[src/rtl/sc_tx_pkg.sv]
package sc_tx_pkg;
  localparam int STAT_W    = 3;
  localparam int WR_W      = 2;
  localparam int EMPTY_BIT = 0;
  localparam int ERR_BIT   = 1;
  localparam int END_BIT   = 2;
endpackage

[src/rtl/sc_etu_timer.sv]
module sc_etu_timer #(
  parameter int SAMPLE_AT = 2,
  parameter int END_GM0   = 5,
  parameter int END_GM1   = 2
) (
  input  logic clk_i,
  input  logic rst_ni,
  input  logic stop_i,
  input  logic tick_i,
  input  logic byte_done_i,
  input  logic guard_i,
  output logic sample_o,
  output logic expire_o
);
  localparam int MAX_T = (END_GM0 > END_GM1) ? END_GM0 : END_GM1;
  localparam int CNT_W = $clog2(MAX_T + 1);

  logic [CNT_W-1:0] cnt_q, cnt_nxt, target;
  logic             run_q, step;

  always_comb begin
    target   = guard_i ? CNT_W'(END_GM1) : CNT_W'(END_GM0);
    cnt_nxt  = cnt_q + 1'b1;
    step     = run_q && tick_i && !byte_done_i && !stop_i;
    sample_o = step && (cnt_nxt == CNT_W'(SAMPLE_AT));
    expire_o = step && (cnt_nxt >= target);
  end

  always_ff @(posedge clk_i or negedge rst_ni) begin
    if (!rst_ni) begin
      run_q <= 1'b0;
      cnt_q <= '0;
    end else if (stop_i) begin
      run_q <= 1'b0;
      cnt_q <= '0;
    end else if (byte_done_i) begin
      run_q <= 1'b1;   // restart on every new character
      cnt_q <= '0;
    end else if (step) begin
      if (expire_o) begin
        run_q <= 1'b0;
        cnt_q <= '0;
      end else begin
        cnt_q <= cnt_nxt;
      end
    end
  end
endmodule

[src/rtl/sc_err_flag.sv]
module sc_err_flag (
  input  logic clk_i,
  input  logic rst_ni,
  input  logic stop_i,
  input  logic sample_i,
  input  logic line_i,
  input  logic tx_en_i,
  input  logic rd_i,
  input  logic wr_i,
  input  logic wbit_i,
  output logic err_o,
  output logic set_o
);
  logic err_q, arm_q, clr;

  always_comb begin
    set_o = sample_i && tx_en_i && !line_i;
    clr   = wr_i && !wbit_i && arm_q;
    err_o = err_q;
  end

  always_ff @(posedge clk_i or negedge rst_ni) begin
    if (!rst_ni) begin
      err_q <= 1'b0;
      arm_q <= 1'b0;
    end else if (stop_i) begin
      err_q <= 1'b0;
      arm_q <= 1'b0;
    end else begin
      err_q <= set_o || (err_q && !clr);   // hardware set wins
      if (rd_i && err_q)  arm_q <= 1'b1;
      else if (wr_i)      arm_q <= 1'b0;
      else                arm_q <= arm_q && err_q;
    end
  end
endmodule

[src/rtl/sc_tx_flags.sv]
module sc_tx_flags (
  input  logic clk_i,
  input  logic rst_ni,
  input  logic stop_i,
  input  logic load_i,
  input  logic dwr_i,
  input  logic rd_i,
  input  logic wr_i,
  input  logic wbit_i,
  input  logic tx_en_i,
  input  logic err_i,
  input  logic err_set_i,
  input  logic expire_i,
  output logic empty_o,
  output logic end_o
);
  logic empty_q, arm_q, end_q, empty_clr;

  always_comb begin
    empty_clr = dwr_i || (wr_i && !wbit_i && arm_q);
    empty_o   = empty_q;
    end_o     = end_q;
  end

  always_ff @(posedge clk_i or negedge rst_ni) begin
    if (!rst_ni) begin
      empty_q <= 1'b1;
      arm_q   <= 1'b0;
      end_q   <= 1'b0;
    end else if (stop_i) begin
      empty_q <= 1'b1;
      arm_q   <= 1'b0;
      end_q   <= 1'b0;
    end else begin
      if (empty_clr)   empty_q <= 1'b0;
      else if (load_i) empty_q <= 1'b1;

      if (rd_i && empty_q) arm_q <= 1'b1;
      else if (wr_i)       arm_q <= 1'b0;
      else                 arm_q <= arm_q && empty_q;

      if (!tx_en_i && !err_i)
        end_q <= 1'b1;
      else if (empty_clr)
        end_q <= 1'b0;
      else if (expire_i && empty_q && !err_i && !err_set_i)
        end_q <= 1'b1;
    end
  end
endmodule

[src/rtl/sc_tx_status.sv]
module sc_tx_status
  import sc_tx_pkg::*;
#(
  parameter int SAMPLE_AT = 2,
  parameter int END_GM0   = 5,
  parameter int END_GM1   = 2
) (
  input  logic              clk_i,
  input  logic              rst_ni,
  input  logic              stop_i,
  input  logic              half_tick_i,
  input  logic              byte_done_i,
  input  logic              shift_load_i,
  input  logic              line_i,
  input  logic              tx_en_i,
  input  logic              guard_i,
  input  logic              reg_rd_i,
  input  logic              reg_wr_i,
  input  logic [WR_W-1:0]   reg_wdata_i,
  input  logic              data_wr_i,
  output logic [STAT_W-1:0] status_o
);
  logic sample, expire, err, err_set, empty, tx_end;

  sc_etu_timer #(
    .SAMPLE_AT(SAMPLE_AT), .END_GM0(END_GM0), .END_GM1(END_GM1)
  ) u_timer (
    .clk_i, .rst_ni, .stop_i,
    .tick_i      (half_tick_i),
    .byte_done_i,
    .guard_i,
    .sample_o    (sample),
    .expire_o    (expire)
  );

  sc_err_flag u_err (
    .clk_i, .rst_ni, .stop_i,
    .sample_i (sample),
    .line_i,
    .tx_en_i,
    .rd_i     (reg_rd_i),
    .wr_i     (reg_wr_i),
    .wbit_i   (reg_wdata_i[ERR_BIT]),
    .err_o    (err),
    .set_o    (err_set)
  );

  sc_tx_flags u_flags (
    .clk_i, .rst_ni, .stop_i,
    .load_i    (shift_load_i),
    .dwr_i     (data_wr_i),
    .rd_i      (reg_rd_i),
    .wr_i      (reg_wr_i),
    .wbit_i    (reg_wdata_i[EMPTY_BIT]),
    .tx_en_i,
    .err_i     (err),
    .err_set_i (err_set),
    .expire_i  (expire),
    .empty_o   (empty),
    .end_o     (tx_end)
  );

  always_comb begin
    status_o            = '0;
    status_o[EMPTY_BIT] = empty;
    status_o[ERR_BIT]   = err;
    status_o[END_BIT]   = tx_end;
  end
endmodule

[config.mk]
export PLATFORM = sky130hd
export DESIGN_NAME = sc_tx_status
export DESIGN_NICKNAME = d
export VERILOG_FILES = /design/src/rtl/sc_tx_pkg.sv /design/src/rtl/sc_etu_timer.sv /design/src/rtl/sc_err_flag.sv /design/src/rtl/sc_tx_flags.sv /design/src/rtl/sc_tx_status.sv
export SDC_FILE = /design/constraint.sdc
export NUM_CORES = 1
export LEC_CHECK = 0
export ABC_AREA = 1
export BUFFER_PORTS_ARGS = -buffer_cell sky130_fd_sc_hd__buf_2
export CAP_MARGIN = 20
export CORE_AREA = 5 5 42 44
export CTS_CLUSTER_DIAMETER = 200
export DETAILED_ROUTE_END_ITERATION = 16
export DIE_AREA = 0 0 47 49
export HOLD_SLACK_MARGIN = 0.15
export PLACE_DENSITY = 0.69
export SYNTH_ARGS = -nofsm -noshare
export SYNTH_HDL_FRONTEND = slang
export SYNTH_SLANG_ARGS = --single-unit
[constraint.sdc]
create_clock -name clk_i -period 2.31 [get_ports clk_i]
set_input_delay 0.1155 -clock clk_i [delete_from_list [all_inputs] [get_ports clk_i]]
set_output_delay 0.1155 -clock clk_i [all_outputs]
set_load 0.02 [all_outputs]
After elaboration in Yosys (flattened, before gate mapping)
Index checks and enable logic that the tools add are counted.
W data, S select, Z words.
{"block": "op_classes", "n_addsub": 1, "n_mux": 23, "order_cmp": 1, "reduce_logical": 36, "eq_ne": 1}
{"cell": "$logic_and A1 B1 Y1", "n": 20}
{"cell": "$mux W1", "n": 18}
{"cell": "$mux W3", "n": 5}
{"cell": "$logic_not A1 Y1", "n": 9}
{"cell": "$reduce_bool A3 Y1", "n": 3}
{"cell": "$reduce_bool A4 Y1", "n": 1}
{"cell": "$add A3 B1 Y3 const B", "n": 1}
{"cell": "$eq A3 B2 Y1 const B", "n": 1}
{"cell": "$ge A3 B3 Y1", "n": 1}
{"cell": "$logic_or A1 B1 Y1", "n": 2}
{"cell": "$reduce_and A2 Y1", "n": 1}
{"block": "word_totals", "inputBits": 14, "out_inout_bits": 3, "reg_bits": 9, "word_cells": 69}

Depth between registers and ports, before layout
Gate-level depths: netlist of the first run.
{"block": "logic_depth", "word_depth": 12, "ltp_mapped": 14, "depth_no_buf": 14}

Cells and area by module
Synthesis of the first run repeated with hierarchy kept, for this count alone.
{"block": "unflattened", "hier_cells": 86, "area_unflattened_um2": 630.6}
{"module": "sc_etu_timer", "area_per_inst_um2": 331.6, "n_inst": 1, "seq_area_each_um2": 100.1, "cells_each": 45}
{"module": "sc_tx_flags", "area_per_inst_um2": 166.4, "n_inst": 1, "seq_area_each_um2": 76.3, "cells_each": 22}
{"module": "sc_err_flag", "area_per_inst_um2": 110.1, "n_inst": 1, "seq_area_each_um2": 50.0, "cells_each": 16}
{"module": "sc_tx_status", "area_per_inst_um2": 22.5, "n_inst": 1, "seq_area_each_um2": 0.0, "cells_each": 3}

Worst setup path before layout of the first run
No wires, ideal clock.
{"block": "synth_timing", "path_type": "flip-flop to flip-flop", "from": "register u_timer.cnt_q[0]", "to": "register u_flags.end_q, in the netlist u_flags.end_o", "t_arrival_ns": 1.546, "slack_ns": 0.645, "setup_time_ns": 0.119, "required_ns": 2.191, "period_less_slack_ns": 1.665, "stages_incl_launch_ff": 13, "path_buffers": 0, "cell_sequence": "dfrtp_1 -> ha_1 -> inv_1 -> nand2_2 -> nand2_2 -> inv_1 -> ha_1 -> a21oi_1 -> nand2_1 -> nand2_2 -> nor2_2 -> nor2_1 -> nor2_1"}
{"block": "synth_between", "elab_chain_len": 8, "word_cells_on_any_way": 12, "cone_classes": "add/sub: 1; order compare: 1; eq/ne: 1; reduce/logical: 9"}
{"item": "from (decl)", "line": "sc_etu_timer.sv:18", "rtl": "logic [CNT_W-1:0] cnt_q, cnt_nxt, target;"}
{"item": "from (signal assigned)", "line": "sc_etu_timer.sv:44", "rtl": "cnt_q <= cnt_nxt;"}
{"item": "$add A3 B1 Y3 *", "line": "sc_etu_timer.sv:23", "rtl": "cnt_nxt = cnt_q + 1'b1;"}
{"item": "parallel branches: the longest is 5 deep, another holds $ge A3 B3 Y1"}
{"item": "$logic_and A1 B1 Y1 *", "line": "sc_tx_flags.sv:46", "rtl": "else if (expire_i && empty_q && !err_i && !err_set_i)"}
{"item": "$reduce_bool A4 Y1 (no line) *"}
{"item": "to (signal assigned)", "line": "sc_tx_flags.sv:43", "rtl": "end_q <= 1'b1;"}
{"item": "to (signal assigned)", "line": "sc_tx_flags.sv:45", "rtl": "end_q <= 1'b0;"}
{"item": "to (signal assigned)", "line": "sc_tx_flags.sv:47", "rtl": "end_q <= 1'b1;"}
{"item": "to (decl)", "line": "sc_tx_flags.sv:17", "rtl": "logic empty_q, arm_q, end_q, empty_clr;"}
Mark *: on every way between the ends.
A chain may end at the register's enable or synchronous reset.

Final worst setup path of the first run
Ends and elaborated chain as after synthesis.

==> results.txt, run 1 <==
Worst reg2reg path depth: 12
Fin cells: 118
Net Count, Synth: 97
Fin Setup TNS: 0 ns
Dpl hpwl: 919 µm
Reg-to-reg slack, setup: 0.51 ns
RSZ-0062 raised after global routing: false
I/O pins: 17
PortBufs: 16
Post-CTS sizing: 0
Ys async rst share: 1.00
Critical path capture point type: flop
Unique masters post-synth: 18
Nets@finish: 122
Synth Warn #: 0
Power per cell area: 461 nW/µm²
Fin crit share: 0.781
Vias/cell: 4.68
Initial antenna violation count: 0
Peak supply drop: 0.376 mV
Synth top area cells: dfrtp_1 34%, ha_1 11%, nand2_1 10%
Post-synth EDFFs: 0
Drc violations: 0
R2r endpoint: u_flags.end_o
Dpl cells: 107
Period minus WS final: 1.80 ns
Worst EP arrival: 1.96 ns
Most frequent cell after synthesis: nand2_1
CTS clock-pin slew for the worst setup and hold paths: 0.06 ns
TritonCTS buffer count: 3
Sequential share of the synthesized area: 0.390
Die H: 49 µm
Post-cts hold buffer count: 7
Top_reg_cell synth: dfrtp_1
Slowest CP cell: dfrtp_1
Synth Area in XOR/XNOR: 0
Diode count: 0
Seq cells post-synth: 9
Largest net degree at the start of global routing: 10
Lkg Pwr: 0.428 nW
Hold Crit Depth: 4
Clk buf depth: 2
Worst Hold Launch: line_i
Number of nets with antenna violations after routing: 0
Iter 0 DRT Violations: 11
Top cell type by total area after synthesis: dfrtp_1
Synth Area in Compound Gates: 0.0905
WP depth: 12
Most common cell on crit path: nand2_2
Fmax: 554 MHz
Status: completed
Vias in the first global route: 542
Syn Inst Count: 78
Worst min path class: input port to flop
Total setup buffers inserted after CTS: 0
CP startpoint kind: flop
Critical Path End: u_flags.end_o
H-tree levels: 1
Largest family of logic cells by synthesized area: simple AND/OR/NAND/NOR gates
Slew at the pin closest to its max-slew limit: 0.204 ns
Crit-path max cell delay: 0.43 ns
Synth Area in Simple Gates: 0.276
Skew-Pair Late Insertion Delay: 0.26 ns
Top-area cell type share of the netlist area: 0.345
Reg2Reg Launch Point: u_timer.cnt_q[0]
CTS tree: yes
Syn Area/Cell: 7.44 µm²
Gpl congestion: 0.746
Adder-cell share of the synthesized area: 0.108
Rel. slew slack: 0.864
CP Class: flop to flop
Slew Viols, Final: 0
CP Buf/Inv Count: 2
Gr usage total: 0.140
Die area: 2300 µm²
Chip Width: 47 µm
Total wire length: 1310 µm
Via count: 552
Rows: 14
Avg WL per Cell: 11.1 µm
Final setup viols: 0
Post-synthesis mux area share: 0
Clock Sinks: 9
Total overflow reported by the global router: 0
Largest delay share family, worst path: adder cells
Hold Fails Final Rpt: 0
Root Buffer: clkbuf_4
CP Cell Sequence: ha_1 > inv_1 > nand2_2 > nand2_2 > inv_1 > ha_1 > a21oi_1 > nand2_1 > nand2_2 > nor2_2 > nor2_1 > nor2_1
Area of the multi-input gates: 275 µm²
Post-synth top cells: 16 x nand2_1, 11 x inv_1, 10 x nor2_1
Initial core utilization: 0.414
Critical path fanouts, max: 5
Seq. cell area: 226 µm²
# fillers: 137
1st-pass router iterations: 4
Fin Clk Skew: 0.00690 ns
Core area: 1400 µm²
First-pass GRT wire length: 2290 µm
Worst setup startpoint: u_timer.cnt_q[0]
Layout area overhead: 30.0%
Layout cell share with drive strength beyond 1: 0.284
Synthesized area: 581 µm²
Max Cap Viol: 0
Critical Path RT: 2.47 ns
-- metal layers --
layer | vias to the layer above | routed length [µm] | global-route usage
met4 | 0 | 36 | 0.0553
li1 | 287 | - | -
met3 | 4 | 84 | 0.0701
met1 | 242 | 502 | 0.151
met5 | - | 0 | 0
met2 | 19 | 686 | 0.224
-- power breakdown --
group,switching [mW],internal [mW]
clock network,0.0542,0.0665
registers,0.00325,0.164
logic,0.0323,0.0278
total,0.0897,0.258
-- per-stage QoR --
stage | utilization | power [mW] | cell area [µm²] | setup slack (ns) | hold slack [ns]
2_1_floorplan | - | 0.200 | 581 | 0.645 | -0.180
3_3_place_gp | 0.470 | 0.218 | 658 | 0.526 | -0.0221
3_5_place_dp | 0.470 | 0.219 | 658 | 0.483 | -0.0215
4_1_cts | 0.538 | 0.352 | 754 | 0.482 | 0.162
5_1_grt | 0.538 | 0.374 | 754 | 0.315 | 0.175
6_report | 0.538 | 0.348 | 754 | 0.506 | 0.162
-- cell usage in the layout, fill, tap and decap left out --
| cell type | synthesis | layout |
|---|---|---|
| clkbuf_4 | 0 | 3 |
| nand3_1 | 3 | 3 |
| a21oi_1 | 4 | 4 |
| o21ai_0 | 2 | 2 |
| ha_1 | 5 | 5 |
| nor2_2 | 1 | 1 |
| nand2_1 | 16 | 16 |
| clkinv_1 | 1 | 1 |
| dlygate4sd3_1 | 0 | 7 |
| dfstp_2 | 1 | 1 |
| nor3_1 | 1 | 1 |
| buf_2 | 0 | 16 |
| inv_1 | 11 | 11 |
| clkbuf_1 | 0 | 1 |
| nand2_2 | 4 | 4 |
| dfrtp_1 | 8 | 8 |
| o22ai_1 | 2 | 2 |
| nor2_4 | 1 | 1 |
| inv_2 | 3 | 3 |
| nor2_1 | 10 | 10 |
| o21ai_1 | 2 | 2 |
-- worst min path at each step --
stage	to	slack, ns
4_1_cts	u_err.err_o	0.16
3_3_place_gp	u_flags.end_o	-0.02
6_report	u_err.err_o	0.16
3_5_place_dp	u_err.err_o	-0.02
5_1_grt	u_err.arm_q	0.18
2_1_floorplan	u_err.arm_q	-0.18
-- worst register-to-register path: stages, from the launching register on --
cell,delay [ns]
dfrtp_1,0.43
ha_1,0.23
inv_1,0.06
nand2_2,0.05
nand2_2,0.08
inv_1,0.05
ha_1,0.28
a21oi_1,0.20
nand2_1,0.09
nand2_2,0.07
nor2_2,0.03
nor2_1,0.09
nor2_1,0.05
-- area by class of cell --
cell class | instances | share of cell area
multi-input cells | 51 | 0.365
flip-flops and latches | 9 | 0.300
repair buffers | 23 | 0.199
inverters | 15 | 0.0746
clock buffers | 4 | 0.0348
well taps | 16 | 0.0265
-- sequential cells by signal (all words and copies together) (netlist names) --
register,count
u_err.err_o,1
u_err.arm_q,1
u_timer.run_q,1
u_flags.empty_o,1
u_flags.end_o,1
u_flags.arm_q,1
u_timer.cnt_q,3
-- cells by family after synthesis --
group           after synthesis
flops                         9
buf+inv                      18
simple gates                 36
compound gates               10
fa+ha+maj                     5
Note: power is estimated with default switching activity, not from simulation.
==> run 2, diff against run 1 <==
==> constraint.sdc (replaced) <==
create_clock -name clk_i -period 1.88 [get_ports clk_i]
set_input_delay 0.094 -clock clk_i [delete_from_list [all_inputs] [get_ports clk_i]]
set_output_delay 0.094 -clock clk_i [all_outputs]
set_load 0.02 [all_outputs]
==> results.txt, run 2 (same netlist as run 1, synthesis figures left out) <==
Number of flip-flops in the largest register: 3 (unchanged)
Most frequent cells in the layout: 16 x nand2_1, 16 x buf_2, 11 x inv_1, 10 x nor2_1, 8 x dlygate4sd3_1
Crit-path max cell delay: 0.44 ns (about the same)
Worst min path class: input port to flop
Critical path fanouts, max: 4 (-1)
Slowest CP cell: dfrtp_2
Clock power share: 0.362 (+0.015)
Clk buf depth: 2 (unchanged)
Power per cell area: 562 nW/µm² (+22%)
I/O pins: 17 (unchanged)
First-pass GRT wire length: 2270 µm (-0.87%)
Worst EP arrival: 1.95 ns (about the same)
Rel. slew slack: 0.857 (-0.00652)
PortBufs: 16 (unchanged)
CP Class: flop to flop
Clock Sinks: 9 (unchanged)
H-tree levels: 1 (unchanged)
Gr usage total: 0.137 (-0.00255)
Lkg Pwr: 0.440 nW (+2.8%)
CP startpoint kind: flop
Final setup viols: 0 (unchanged)
Root Buffer: clkbuf_4
Hold Fails Final Rpt: 0 (unchanged)
Design area: 781 µm² (+3.5%)
Psw: 0.120 mW (+34%)
Gpl congestion: 0.734 (-1.6%)
Reg power frac: 0.468 (-0.012)
Period minus WS final: 1.79 ns (-0.0130 ns)
Fmax: 558 MHz (+0.72%)
RSZ-0062 raised after global routing: false
Initial antenna violation count: 0 (unchanged)
Most common cell on crit path: nand2_2
Worst Hold Launch: reg_wr_i
Layout cell share with drive strength beyond 1: 0.317 (+0.0330)
Max Cap Viol: 0 (unchanged)
Fin crit share: 0.953 (+0.172)
Total wire length: 1300 µm (-0.84%)
CTS clock-pin slew for the worst setup and hold paths: 0.07 ns (about the same)
PnR worst setup slack: 0.0892 ns (-0.417 ns)
Die area: 2300 µm² (unchanged)
P_int: 0.319 mW (+24%)
Place WS: 0.0465 ns (-0.437 ns)
Fin Clk Skew: 0.000516 ns (-0.00638 ns)
Rows: 14 (unchanged)
# fillers: 135 (-1.5%)
CP Buf/Inv Count: 2 (unchanged)
Layout area overhead: 34.5%
Avg WL per Cell: 10.8 µm (-2.5%)
Slew Viols, Final: 0 (unchanged)
Gate power share: 0.171 (-0.002)
Sw Share: 0.274 (+0.0156)
Die H: 49 µm (unchanged)
Worst setup startpoint: u_timer.cnt_q[0]
Skew-Pair Late Insertion Delay: 0.27 ns (about the same)
Placed instance area: 658 µm² (unchanged)
Initial core utilization: 0.414 (unchanged)
Vias in the first global route: 564 (+4.1%)
Largest delay share family, worst path: adder cells
Chip Width: 47 µm (unchanged)
CTS tree: yes
Number of nets with antenna violations after routing: 0 (unchanged)
Status: completed
Total overflow reported by the global router: 0 (unchanged)
Reg2Reg Launch Point: u_timer.cnt_q[0]
Iter 0 DRT Violations: 1 (-10)
Largest net degree at the start of global routing: 10 (unchanged)
Reg with most FFs: u_timer.cnt_q
Slew at the pin closest to its max-slew limit: 0.214 ns (+0.00979 ns)
Nets@finish: 124 (+1.6%)
Via count: 569 (+3.1%)
TritonCTS buffer count: 3 (unchanged)
Vias/cell: 4.74 (+1.4%)
Critical path capture point type: flop
CP Cell Sequence: ha_1 > inv_1 > nand2_2 > nand2_2 > inv_1 > ha_1 > a21oi_2 > nand2_1 > nand2_2 > nor2_2 > nor2_1 > nor2_1
Dpl hpwl: 907 µm (-1.3%)
1st-pass router iterations: 2 (-2)
Peak supply drop: 0.351 mV (-6.8%)
Core area: 1400 µm² (unchanged)
Fin Setup TNS: 0 ns (unchanged)
Critical Path RT: 2.04 ns (-0.43 ns)
Drc violations: 0 (unchanged)
Diode count: 0 (unchanged)
[run 2: worst paths after layout]
path	cells past startpoint	end	slack (ns)
hold / removal	4	u_err.arm_q	0.16
max in group asynchronous	2	u_flags.empty_o	1.43
hold reg to reg	2	u_err.arm_q	0.52
min in group asynchronous	2	u_timer.cnt_q[1]	0.20
setup / recovery	12	u_flags.end_o	0.09
setup reg to reg	12	u_flags.end_o	0.09
[run 2: area by class of cell]
class | instances | area [µm²] | area share
Clock buffer | 4 | 26.3 | 0.0337
Timing Repair Buffer | 25 | 168 | 0.215
Tap cell | 16 | 20.0 | 0.0256
Inverter | 15 | 56.3 | 0.0721
Multi-Input combinational cell | 51 | 283 | 0.362
Sequential cell | 9 | 228 | 0.292
[run 2: power groups by stage]
stage	Clock (mW)	Sequential (mW)	Combinational (mW)
2_1_floorplan	0	0.208	0.0382
3_3_place_gp	0	0.209	0.0588
3_5_place_dp	0	0.209	0.0605
4_1_cts	0.164	0.205	0.0727
5_1_grt	0.172	0.206	0.0860
6_report	0.159	0.205	0.0749
[run 2: metrics by stage]
| step | power (mW) | std cells | utilization | hold WS (ns) |
|---|---|---|---|---|
| after floorplan | 0.246 | 78 | - | -0.202 |
| after global placement | 0.268 | 107 | 0.470 | -0.0427 |
| after detailed placement | 0.269 | 107 | 0.470 | -0.0391 |
| after CTS | 0.442 | 119 | 0.546 | 0.156 |
| after global routing | 0.464 | 120 | 0.557 | 0.182 |
| final | 0.439 | 120 | 0.557 | 0.160 |
[run 2: metal layers]
metal  routed length, µm  vias to the layer above  track usage  share of wire
met1                 547                      264        0.167           0.42
met4                  40                        0       0.0829          0.031
met2                 661                       10        0.215           0.51
met5                   0                        -            0              0
met3                  50                        5       0.0221          0.038
li1                    -                      290            -              -
[run 2: what timing repair did]
action,4_1_cts,5_1_grt
buffers inserted,0,1
endpoints found under the setup margin,0,3
hold endpoints to repair,15,0
resized for setup,0,3
hold buffers,8,0
[run 2: tightest hold or removal path, cell delays in order]
cell     delay, ns
buf_2         0.10
inv_2         0.04
a21oi_1       0.11
nor2_1        0.05
